## src/rtl/i2c_row_pkg.sv

```systemverilog
package i2c_row_pkg;
  localparam int BYTE_W  = 8;
  localparam int STRAP_W = 3;
  localparam int ID_W    = 7 - STRAP_W;

  typedef enum logic [2:0] {
    ST_IDLE, ST_RX, ST_RXACK, ST_TX, ST_TXACK, ST_IGNORE
  } st_e;

  typedef enum logic [1:0] {
    RX_ADDR, RX_REG, RX_DATA
  } rx_e;
endpackage

```

## src/rtl/i2c_row_sync.sv

```systemverilog
module i2c_row_sync #(
  parameter int STAGES = 2
) (
  input  logic clk_i,
  input  logic rst_ni,
  input  logic scl_i,
  input  logic sda_i,
  output logic sda_o,
  output logic rise_o,
  output logic fall_o,
  output logic start_o,
  output logic stop_o
);
  logic [STAGES-1:0] scl_ff, sda_ff;
  logic scl_q, sda_q, scl_s;

  always_ff @(posedge clk_i or negedge rst_ni) begin
    if (!rst_ni) begin
      scl_ff <= '1;
      sda_ff <= '1;
      scl_q  <= 1'b1;
      sda_q  <= 1'b1;
    end else begin
      scl_ff <= {scl_ff[STAGES-2:0], scl_i};
      sda_ff <= {sda_ff[STAGES-2:0], sda_i};
      scl_q  <= scl_s;
      sda_q  <= sda_o;
    end
  end

  assign scl_s   = scl_ff[STAGES-1];
  assign sda_o   = sda_ff[STAGES-1];
  assign rise_o  = scl_s & ~scl_q;
  assign fall_o  = ~scl_s & scl_q;
  assign start_o = scl_s & scl_q & sda_q & ~sda_o;
  assign stop_o  = scl_s & scl_q & ~sda_q & sda_o;
endmodule

```

## src/rtl/i2c_row_ctr.sv

```systemverilog
module i2c_row_ctr #(
  parameter int AW    = 8,
  parameter int ROW_W = 3
) (
  input  logic          clk_i,
  input  logic          rst_ni,
  input  logic          ld_i,
  input  logic [AW-1:0] ld_val_i,
  input  logic          inc_row_i,
  input  logic          inc_lin_i,
  output logic [AW-1:0] addr_o
);
  logic [ROW_W-1:0] low_nxt;
  assign low_nxt = addr_o[ROW_W-1:0] + 1'b1;

  always_ff @(posedge clk_i or negedge rst_ni) begin
    if (!rst_ni)        addr_o <= '0;
    else if (ld_i)      addr_o <= ld_val_i;
    else if (inc_row_i) addr_o <= {addr_o[AW-1:ROW_W], low_nxt};
    else if (inc_lin_i) addr_o <= addr_o + 1'b1;
  end
endmodule

```

## src/rtl/i2c_row_slave.sv

```systemverilog
module i2c_row_slave
  import i2c_row_pkg::*;
#(
  parameter logic [ID_W-1:0] DEV_ID      = 4'b1010,
  parameter int              ROW_W       = 3,
  parameter int              SYNC_STAGES = 2
) (
  input  logic               clk_i,
  input  logic               rst_ni,
  input  logic               scl_i,
  input  logic               sda_i,
  output logic               sda_oe_o,
  input  logic [STRAP_W-1:0] strap_i,
  input  logic               busy_i,
  output logic               wr_en_o,
  output logic [BYTE_W-1:0]  wr_addr_o,
  output logic [BYTE_W-1:0]  wr_data_o,
  output logic               rd_req_o,
  output logic [BYTE_W-1:0]  rd_addr_o,
  input  logic [BYTE_W-1:0]  rd_data_i,
  output logic               stop_o
);
  localparam int CNT_W = $clog2(BYTE_W + 1);

  logic sda_s, rise, fall, start_c, stop_c;
  st_e  st;
  rx_e  kind;
  logic [CNT_W-1:0]  cnt;
  logic [BYTE_W-1:0] shreg, txreg, ctr, ld_val;
  logic is_rd, rd_pend, data_seen, ld, inc_row, inc_lin;

  i2c_row_sync #(.STAGES(SYNC_STAGES)) u_sync (
    .clk_i, .rst_ni, .scl_i, .sda_i,
    .sda_o(sda_s), .rise_o(rise), .fall_o(fall),
    .start_o(start_c), .stop_o(stop_c)
  );

  i2c_row_ctr #(.AW(BYTE_W), .ROW_W(ROW_W)) u_ctr (
    .clk_i, .rst_ni, .ld_i(ld), .ld_val_i(ld_val),
    .inc_row_i(inc_row), .inc_lin_i(inc_lin), .addr_o(ctr)
  );

  always_ff @(posedge clk_i or negedge rst_ni) begin
    if (!rst_ni) begin
      st <= ST_IDLE;  kind <= RX_ADDR;  cnt <= '0;
      shreg <= '0;  txreg <= '0;  ld_val <= '0;
      is_rd <= 1'b0;  rd_pend <= 1'b0;  data_seen <= 1'b0;
      ld <= 1'b0;  inc_row <= 1'b0;  inc_lin <= 1'b0;
      sda_oe_o <= 1'b0;  wr_en_o <= 1'b0;  rd_req_o <= 1'b0;  stop_o <= 1'b0;
      wr_addr_o <= '0;  wr_data_o <= '0;  rd_addr_o <= '0;
    end else begin
      wr_en_o <= 1'b0;  rd_req_o <= 1'b0;  stop_o <= 1'b0;
      ld <= 1'b0;  inc_row <= 1'b0;  inc_lin <= 1'b0;
      rd_pend <= rd_req_o;
      if (rd_pend) txreg <= rd_data_i;  // fetch lands one cycle after the request

      if (start_c) begin
        st <= ST_RX;  kind <= RX_ADDR;  cnt <= '0;
        sda_oe_o <= 1'b0;  data_seen <= 1'b0;
      end else if (stop_c) begin
        st <= ST_IDLE;  sda_oe_o <= 1'b0;
        stop_o <= data_seen;  data_seen <= 1'b0;
      end else begin
        unique case (st)
          ST_RX: begin
            if (rise) begin
              shreg <= {shreg[BYTE_W-2:0], sda_s};
              cnt   <= cnt + 1'b1;
            end else if (fall && cnt == CNT_W'(BYTE_W)) begin
              cnt <= '0;
              st  <= ST_RXACK;
              unique case (kind)
                RX_ADDR: begin
                  if (shreg[BYTE_W-1:1] == {DEV_ID, strap_i} && !busy_i) begin
                    sda_oe_o <= 1'b1;
                    is_rd    <= shreg[0];
                    if (shreg[0]) begin
                      rd_req_o  <= 1'b1;
                      rd_addr_o <= ctr;
                    end
                  end else begin
                    st <= ST_IGNORE;
                  end
                end
                RX_REG: begin
                  sda_oe_o <= 1'b1;
                  ld       <= 1'b1;
                  ld_val   <= shreg;
                end
                default: begin
                  sda_oe_o  <= 1'b1;
                  wr_en_o   <= 1'b1;
                  wr_addr_o <= ctr;
                  wr_data_o <= shreg;
                  inc_row   <= 1'b1;
                  data_seen <= 1'b1;
                end
              endcase
            end
          end
          ST_RXACK: begin
            if (fall) begin
              if (is_rd) begin
                st       <= ST_TX;
                sda_oe_o <= ~txreg[BYTE_W-1];
              end else begin
                st       <= ST_RX;
                sda_oe_o <= 1'b0;
                kind     <= (kind == RX_ADDR) ? RX_REG : RX_DATA;
              end
            end
          end
          ST_TX: begin
            if (fall) begin
              if (cnt == CNT_W'(BYTE_W - 1)) begin
                cnt      <= '0;
                st       <= ST_TXACK;
                sda_oe_o <= 1'b0;
                inc_lin  <= 1'b1;
              end else begin
                cnt      <= cnt + 1'b1;
                txreg    <= {txreg[BYTE_W-2:0], 1'b0};
                sda_oe_o <= ~txreg[BYTE_W-2];
              end
            end
          end
          ST_TXACK: begin
            if (rise) begin
              if (sda_s) begin
                st <= ST_IGNORE;
              end else begin
                rd_req_o  <= 1'b1;
                rd_addr_o <= ctr;
              end
            end else if (fall) begin
              st       <= ST_TX;
              sda_oe_o <= ~txreg[BYTE_W-1];
            end
          end
          default: ;
        endcase
      end
    end
  end
endmodule

```

## config.mk

```make
export PLATFORM = sky130hd
export DESIGN_NAME = i2c_row_slave
export DESIGN_NICKNAME = d
export VERILOG_FILES = /design/src/rtl/i2c_row_pkg.sv /design/src/rtl/i2c_row_sync.sv /design/src/rtl/i2c_row_ctr.sv /design/src/rtl/i2c_row_slave.sv
export SDC_FILE = /design/constraint.sdc
export NUM_CORES = 1
export LEC_CHECK = 0
export ABC_AREA = 0
export BUFFER_PORTS_ARGS = -buffer_cell sky130_fd_sc_hd__buf_2
export CAP_MARGIN = 15
export CORE_AREA = 5 5 101 103
export DETAILED_ROUTE_END_ITERATION = 10
export DIE_AREA = 0 0 106 108
export GPL_TIMING_DRIVEN = 1
export PLACE_DENSITY_LB_ADDON = 0.3
export SETUP_SLACK_MARGIN = 0.2
export SYNTH_ARGS = -nofsm -noshare
export SYNTH_HDL_FRONTEND = slang
export SYNTH_HIERARCHICAL = 1
export SYNTH_SLANG_ARGS = --single-unit
```

## constraint.sdc

```tcl
create_clock -name clk_i -period 3.85 [get_ports clk_i]
set_clock_uncertainty 0.05 [all_clocks]
set_input_delay 0.77 -clock clk_i [delete_from_list [all_inputs] [get_ports clk_i]]
set_output_delay 0.77 -clock clk_i [all_outputs]
set_load 0.005 [all_outputs]
```

==> out/qor.yml, run 1 <==
power:
  power_density_nw_per_um2: 542
  p_seq_share_pct: 47.0
  p_sw_share_pct: 29.0
  p_clk_share_pct: 33.5
  total_leakage_power_nw: 2.10
  p_int_mw: 1.63
  combPwrFrac_pct: 19.5
  p_switching_mw: 0.668
  irDropWorstVdd_mv: 0.228
worst_setup_path:
  r2r-start: "u_sync/scl_q$_DFF_PN1_"
  critPathMaxFanout: 9
  crit_path_start_kind: "flop"
  cp-endpoint: "rd_addr_o[0]$_DFFE_PN0P_"
  critPathArrivalTime_ns: 3.20
  path_class: "flop to flop"
  crit_required_ns: 4.03
  rrSetupSlack_ns: 0.83
  cp-end-kind: "flop"
  rr_worst_depth: 6
  timing.rr.end: "rd_addr_o[0]$_DFFE_PN0P_"
  startpoint: "u_sync/scl_q$_DFF_PN1_"
place:
  dp_hpwl_mm: 4.80
  portBuffers: 43
  placedInstanceArea_um2: 3990
  gp_congestion: 0.852
  dp_slack_ns: 0.849
clock_network:
  hold_buffers: 0
  cts_tree: "built"
  post_cts_buffers: 0
  clkTransAtPathRegs_ns: 0.08
  clkSinkCount: 80
  cts_buffers: 9
  cts.path.max_buffers: 2
  cts_root_buf: "clkbuf_8"
  ctsResizeCount: 0
  clock_latency_ns: 0.35
  htree_num_levels: 3
logic_synthesis:
  synth_edf_count: 0
  syn_area_per_cell_um2: 12.1
  syn-instance-count: 303
  syn_nets: 322
  synth.ff_latch_count: 80
  ys.flop_type: "dfrtp_1"
  ys_warn_count: 6
  mappedNetlistArea_um2: 3670
  async_reset_ff_share_pct: 100
  synth.distinct_cells: 52
  yosysSeqAreaShare_pct: 54.8
route:
  vias_per_cell: 5.31
  ant_nets: 0
  drc: 0
  num_vias: 2458
  drt-initial-drc-count: 95
  wl_per_cell_um: 15.1
  totalWireLength_mm: 7.01
  drt_pass1_iterations: 4
sta:
  period_needed_ns: 3.02
  rsz0062_at_grt: "false"
  tns_ns: 0
  worst_pin_slew_ns: 0.985
  setup_viol: 0
  setup_slack_ns: 0.834
  hold_violations: 0
  finalMaxSlewViolations: 0
  finalCritPeriodShare_pct: 78.3
  relSlewSlack_pct: 34.3
  max_freq_ghz: 0.332
global_route:
  track_usage_pct: 13.1
  grt_pass1_vias: 2394
  grt_pass1_wl_mm: 11.9
  antenna_found_initial: 0
  grt_max_degree: 81
  gr-total-overflow: 0
floorplanning:
  dieArea_um2: 11400
  ios: 44
  fp-row-count: 35
  die_x_um: 106
  die_h_um: 108
  core_um2: 9110
  start_util_pct: 40.3
layout:
  final_common_cell: "dfrtp_1"
  final_util_pct: 46.6
  stdcell_area_um2: 4240
  drive_gt1_share_pct: 33.8
  antennaDiodeCount: 0
  nets: 366
  fillers: 848
  syn2layout_area_growth_pct: 15.6
  final_cell_mix: "dfrtp_1 (74), buf_2 (42), mux2_2 (36)"
worst_hold_path:
  hold_path_class: "flop to flop"
flow_run:
  maxCapViolations: 0
run_status:
  outcome: "completed"
==> worst min path at each step <==
| stage | from | to | slack [ns] | depth (start not counted) |
|---|---|---|---|---|
| 3_3_place_gp | u_sync/sda_ff[0]$_DFF_PN1_ | u_sync/sda_ff[1]$_DFF_PN1_ | 0.30 | 0 |
| 4_1_cts | u_sync/sda_ff[0]$_DFF_PN1_ | u_sync/sda_ff[1]$_DFF_PN1_ | 0.31 | 0 |
| 3_5_place_dp | u_sync/sda_ff[0]$_DFF_PN1_ | u_sync/sda_ff[1]$_DFF_PN1_ | 0.30 | 0 |
| 5_1_grt | u_sync/sda_ff[0]$_DFF_PN1_ | u_sync/sda_ff[1]$_DFF_PN1_ | 0.31 | 0 |
| 6_report | u_sync/sda_ff[0]$_DFF_PN1_ | u_sync/sda_ff[1]$_DFF_PN1_ | 0.31 | 0 |
| 2_1_floorplan | u_sync/scl_ff[0]$_DFF_PN1_ | u_sync/scl_ff[1]$_DFF_PN1_ | 0.30 | 0 |
==> layer usage <==
layer  global-route usage [%]  wire, µm
met1                     18.9      3490
met2                     18.7      3130
met3                     3.52       333
met4                     5.00        58
met5                        0         0
==> state kept, by name, indices dropped and copies added (netlist names), 2 cells and up <==
name and flops:
txreg 8, u_ctr/addr_o 8, u_sync/scl_ff 2, cnt 4
wr_data_o 8, wr_addr_o 8, u_sync/sda_ff 2, rd_addr_o 8
kind 2, st 3, shreg 8, ld_val 8
==> per-stage QoR <==
step | cells | total power, mW | hold slack [ns]
finish | 463 | 2.30 | 0.309
global route | 463 | 2.44 | 0.311
CTS | 463 | 2.32 | 0.309
detailed placement | 447 | 1.55 | 0.297
global placement | 447 | 1.54 | 0.295
floorplan | 303 | 1.43 | 0.295
==> cells in the mapped netlist, types with 2 or more instances <==
master	number	area, µm²
dfrtp_1	74	1850
mux2_2	36	405
nor2_1	27	101
nand2_1	18	67.6
a21oi_1	12	60.1
mux2i_1	11	110
nand3_1	9	45.0
o21ai_0	9	45.0
clkbuf_1	8	30.0
inv_1	8	30.0
mux2_4	8	120
dfstp_2	6	158
nor2b_1	5	31.3
or4_1	5	37.5
xor2_1	5	43.8
nand2b_1	4	25.0
nand4_1	4	25.0
a31oi_1	3	18.8
and2_1	3	18.8
ha_1	3	37.5
nand3b_1	3	22.5
o211ai_1	3	22.5
or2_2	3	18.8
and3b_1	2	17.5
and4b_1	2	20.0
buf_2	2	10.0
nor3_1	2	10.0
nor3b_1	2	15.0
o31ai_1	2	15.0
o41ai_1	2	17.5
==> area by class of cell <==
class	count	area, µm²	area share, %
Sequential cell	80	2010	47.3
Multi-Input combinational cell	204	1590	37.4
Timing Repair Buffer	44	225	5.31
Inverter	8	30.0	0.708
Clock inverter	4	98.8	2.33
Clock buffer	12	155	3.66
Tap cell	111	139	3.27
==> power by group through the flow <==
| stage | logic, mW | registers (mW) | clock network [mW] |
|---|---|---|---|
| 2_1_floorplan | 0.402 | 1.03 | 0 |
| 3_3_place_gp | 0.442 | 1.09 | 0 |
| 3_5_place_dp | 0.453 | 1.10 | 0 |
| 4_1_cts | 0.453 | 1.08 | 0.788 |
| 5_1_grt | 0.509 | 1.10 | 0.824 |
| 6_report | 0.450 | 1.08 | 0.770 |
==> worst max-delay path, cell delays in order (launching register included) <==
cell and delay (ns):
dfstp_2 0.55, nor2b_1 0.42, nand2b_1 0.21, nor4_4 0.33, nand4_2 0.18, a2111oi_4 0.81
mux2_4 0.35
==> cell families after synthesis <==
logic type / Yosys count / share of synthesized area (%)
flip-flops: 80 / 54.8
AND/OR/NAND/NOR: 98 / 15.5
buffers and inverters: 19 / 2.01
XOR/XNOR: 6 / 1.43
adder cells (fa/ha/maj): 3 / 1.02
multiplexers: 55 / 17.3
AO/OA/AOI/OAI: 42 / 7.94
Power figures use the tool's default switching activity.
==> run 2: changes to the inputs <==
clock period = 2.7 ns   (was 3.85 ns; I/O delays follow)
==> run 2 against run 1 <==
Flip-flop and latch count did not move. Die area is the same. Largest power group unchanged. Worst setup slack worse by 0.56 ns. Clock power rose by 19%. Combinational power rose by 69%. Register-to-register slack got worse by 0.56 ns. Global-route usage increased by 0.55 points. Fmax increased by 24%. Highest routed layer unchanged. Non-clock buffer count rose by 17.
==> out/qor.yml, run 2 (synthesis results as in run 1) <==
floorplanning:
  die_h_um: 108  # unchanged
  die_x_um: 106  # unchanged
  start_util_pct: 40.3  # unchanged
  ios: 44  # unchanged
  dieArea_um2: 11400  # unchanged
  fp-row-count: 35  # unchanged
  core_um2: 9110  # unchanged
layout:
  fillers: 855  # was 848
  final_common_cell: "dfrtp_1"  # unchanged
  syn2layout_area_growth_pct: 18.5  # was 15.6%
  final_cell_mix: "dfrtp_1 (74), buf_2 (42), mux2_2 (36)"  # unchanged
  antennaDiodeCount: 0  # unchanged
  drive_gt1_share_pct: 37.7  # was 33.8%
  nets: 383  # was 366
worst_setup_path:
  critPathMaxFanout: 4  # was 9
  path_class: "flop to flop"  # unchanged
  crit_required_ns: 2.89  # was 4.03 ns
  cp-end-kind: "flop"  # unchanged
  critPathArrivalTime_ns: 2.61  # was 3.20 ns
  crit_path_start_kind: "flop"  # unchanged
route:
  wl_per_cell_um: 15.3  # was 15.1 µm
  drt-initial-drc-count: 156  # was 95
  drc: 0  # unchanged
  totalWireLength_mm: 7.33  # was 7.01 mm
  vias_per_cell: 5.28  # was 5.31
  ant_nets: 0  # unchanged
  num_vias: 2532  # was 2458
  drt_pass1_iterations: 4  # unchanged
sta:
  setup_viol: 0  # unchanged
  hold_violations: 0  # unchanged
  max_freq_ghz: 0.412  # was 0.332 GHz
  rsz0062_at_grt: "false"  # unchanged
  relSlewSlack_pct: 35.5  # was 34.3%
  worst_pin_slew_ns: 0.967  # was 0.985 ns
  tns_ns: 0  # unchanged
  period_needed_ns: 2.43  # was 3.02 ns
  finalMaxSlewViolations: 0  # unchanged
  finalCritPeriodShare_pct: 89.8  # was 78.3%
global_route:
  grt_pass1_wl_mm: 12.6  # was 11.9 mm
  gr-total-overflow: 0  # unchanged
  grt_pass1_vias: 2519  # was 2394
  track_usage_pct: 13.6  # was 13.1%
  grt_max_degree: 79  # was 81
  antenna_found_initial: 0  # unchanged
power:
  total_leakage_power_nw: 2.16  # was 2.10 nW
  total_power_mw: 3.16  # was 2.30 mW
  power_density_nw_per_um2: 726  # was 542 nW/µm²
  irDropWorstVdd_mv: 0.315  # was 0.228 mV
clock_network:
  cts_root_buf: "clkbuf_8"  # unchanged
  clock_latency_ns: 0.35  # about the same
  cts_tree: "built"  # unchanged
  hold_buffers: 0  # unchanged
  cts.path.max_buffers: 2  # unchanged
  clkSinkCount: 80  # unchanged
  htree_num_levels: 3  # unchanged
  cts_buffers: 9  # unchanged
  clkTransAtPathRegs_ns: 0.08  # about the same
place:
  portBuffers: 43  # unchanged
  dp_hpwl_mm: 4.98  # was 4.80 mm
  gp_congestion: 0.883  # was 0.852
worst_hold_path:
  hold_path_class: "input pin to flop"  # was flop to flop
flow_run:
  maxCapViolations: 0  # unchanged
run_status:
  outcome: "completed"  # unchanged
-- run 2: cell count changes in the layout (fill, tap and decap cells not counted), sizes merged --
cell and delta:
buf +17, clkinvlp +1, bufinv -2, clkinv +1
-- run 2: layer usage --
metal  wire length (µm)  vias to the layer above  GRT usage, %
met5                  0                        -             0
met4                120                        0          5.27
met3                373                        9          3.76
met2               3200                       69          19.4
met1               3640                     1240          19.7
li1                   -                     1214             -
-- run 2: timing repair --
item	4_1_cts	5_1_grt
resized for setup	0	3
buffers inserted	0	4
setup endpoints to repair	0	8
-- run 2: final timing paths --
check / startpoint / to / slack (ns) / depth (start not counted)
setup / recovery: u_sync/scl_q$_DFF_PN1_ / rd_addr_o[5]$_DFFE_PN0P_ / 0.27 / 8
hold / removal: scl_i / u_sync/scl_ff[0]$_DFF_PN1_ / 0.23 / 1
setup reg to reg: u_sync/scl_q$_DFF_PN1_ / rd_addr_o[5]$_DFFE_PN0P_ / 0.27 / 8
hold reg to reg: u_sync/sda_ff[0]$_DFF_PN1_ / u_sync/sda_ff[1]$_DFF_PN1_ / 0.30 / 0
max in group asynchronous: rst_ni / u_sync/sda_ff[0]$_DFF_PN1_ / 1.59 / 2
min in group asynchronous: rst_ni / wr_data_o[4]$_DFFE_PN0P_ / 0.28 / 1
-- run 2: power breakdown --
group / switching [mW] / total, mW / internal, mW
Sequential: 0.128 / 1.48 / 1.35
Combinational: 0.410 / 0.760 / 0.349
Clock: 0.435 / 0.916 / 0.480
Total: 0.973 / 3.16 / 2.18
-- run 2: stage by stage --
stage | utilization (%) | instances | hold WS [ns] | setup slack [ns] | instance area, µm²
2_1_floorplan | - | 303 | 0.194 | 0.228 | 3690
4_1_cts | 47.3 | 475 | 0.212 | 0.248 | 4310
6_report | 47.7 | 480 | 0.231 | 0.274 | 4350
3_3_place_gp | 45.0 | 459 | 0.296 | 0.256 | 4100
5_1_grt | 47.7 | 480 | 0.207 | 0.207 | 4350
3_5_place_dp | 45.0 | 459 | 0.299 | 0.235 | 4100
-- run 2: cell type report --
class / instances / area (µm²) / share of cell area [%]
multi-input cells: 204 / 1610 / 36.9
repair buffers: 61 / 357 / 8.20
flip-flops and latches: 80 / 2010 / 46.2
well taps: 111 / 139 / 3.19
clock buffers: 12 / 155 / 3.57
clock inverters: 4 / 51.3 / 1.18
inverters: 8 / 30.0 / 0.691
-- run 2: worst max-delay path, cell delays in order, from the launching register on --
cell       delay (ns)
dfstp_2          0.55
nor2b_1          0.05
buf_4            0.13
nand2b_4         0.15
nor4_4           0.31
nand4_2          0.16
a2111oi_4        0.40
buf_4            0.22
mux2_4           0.30
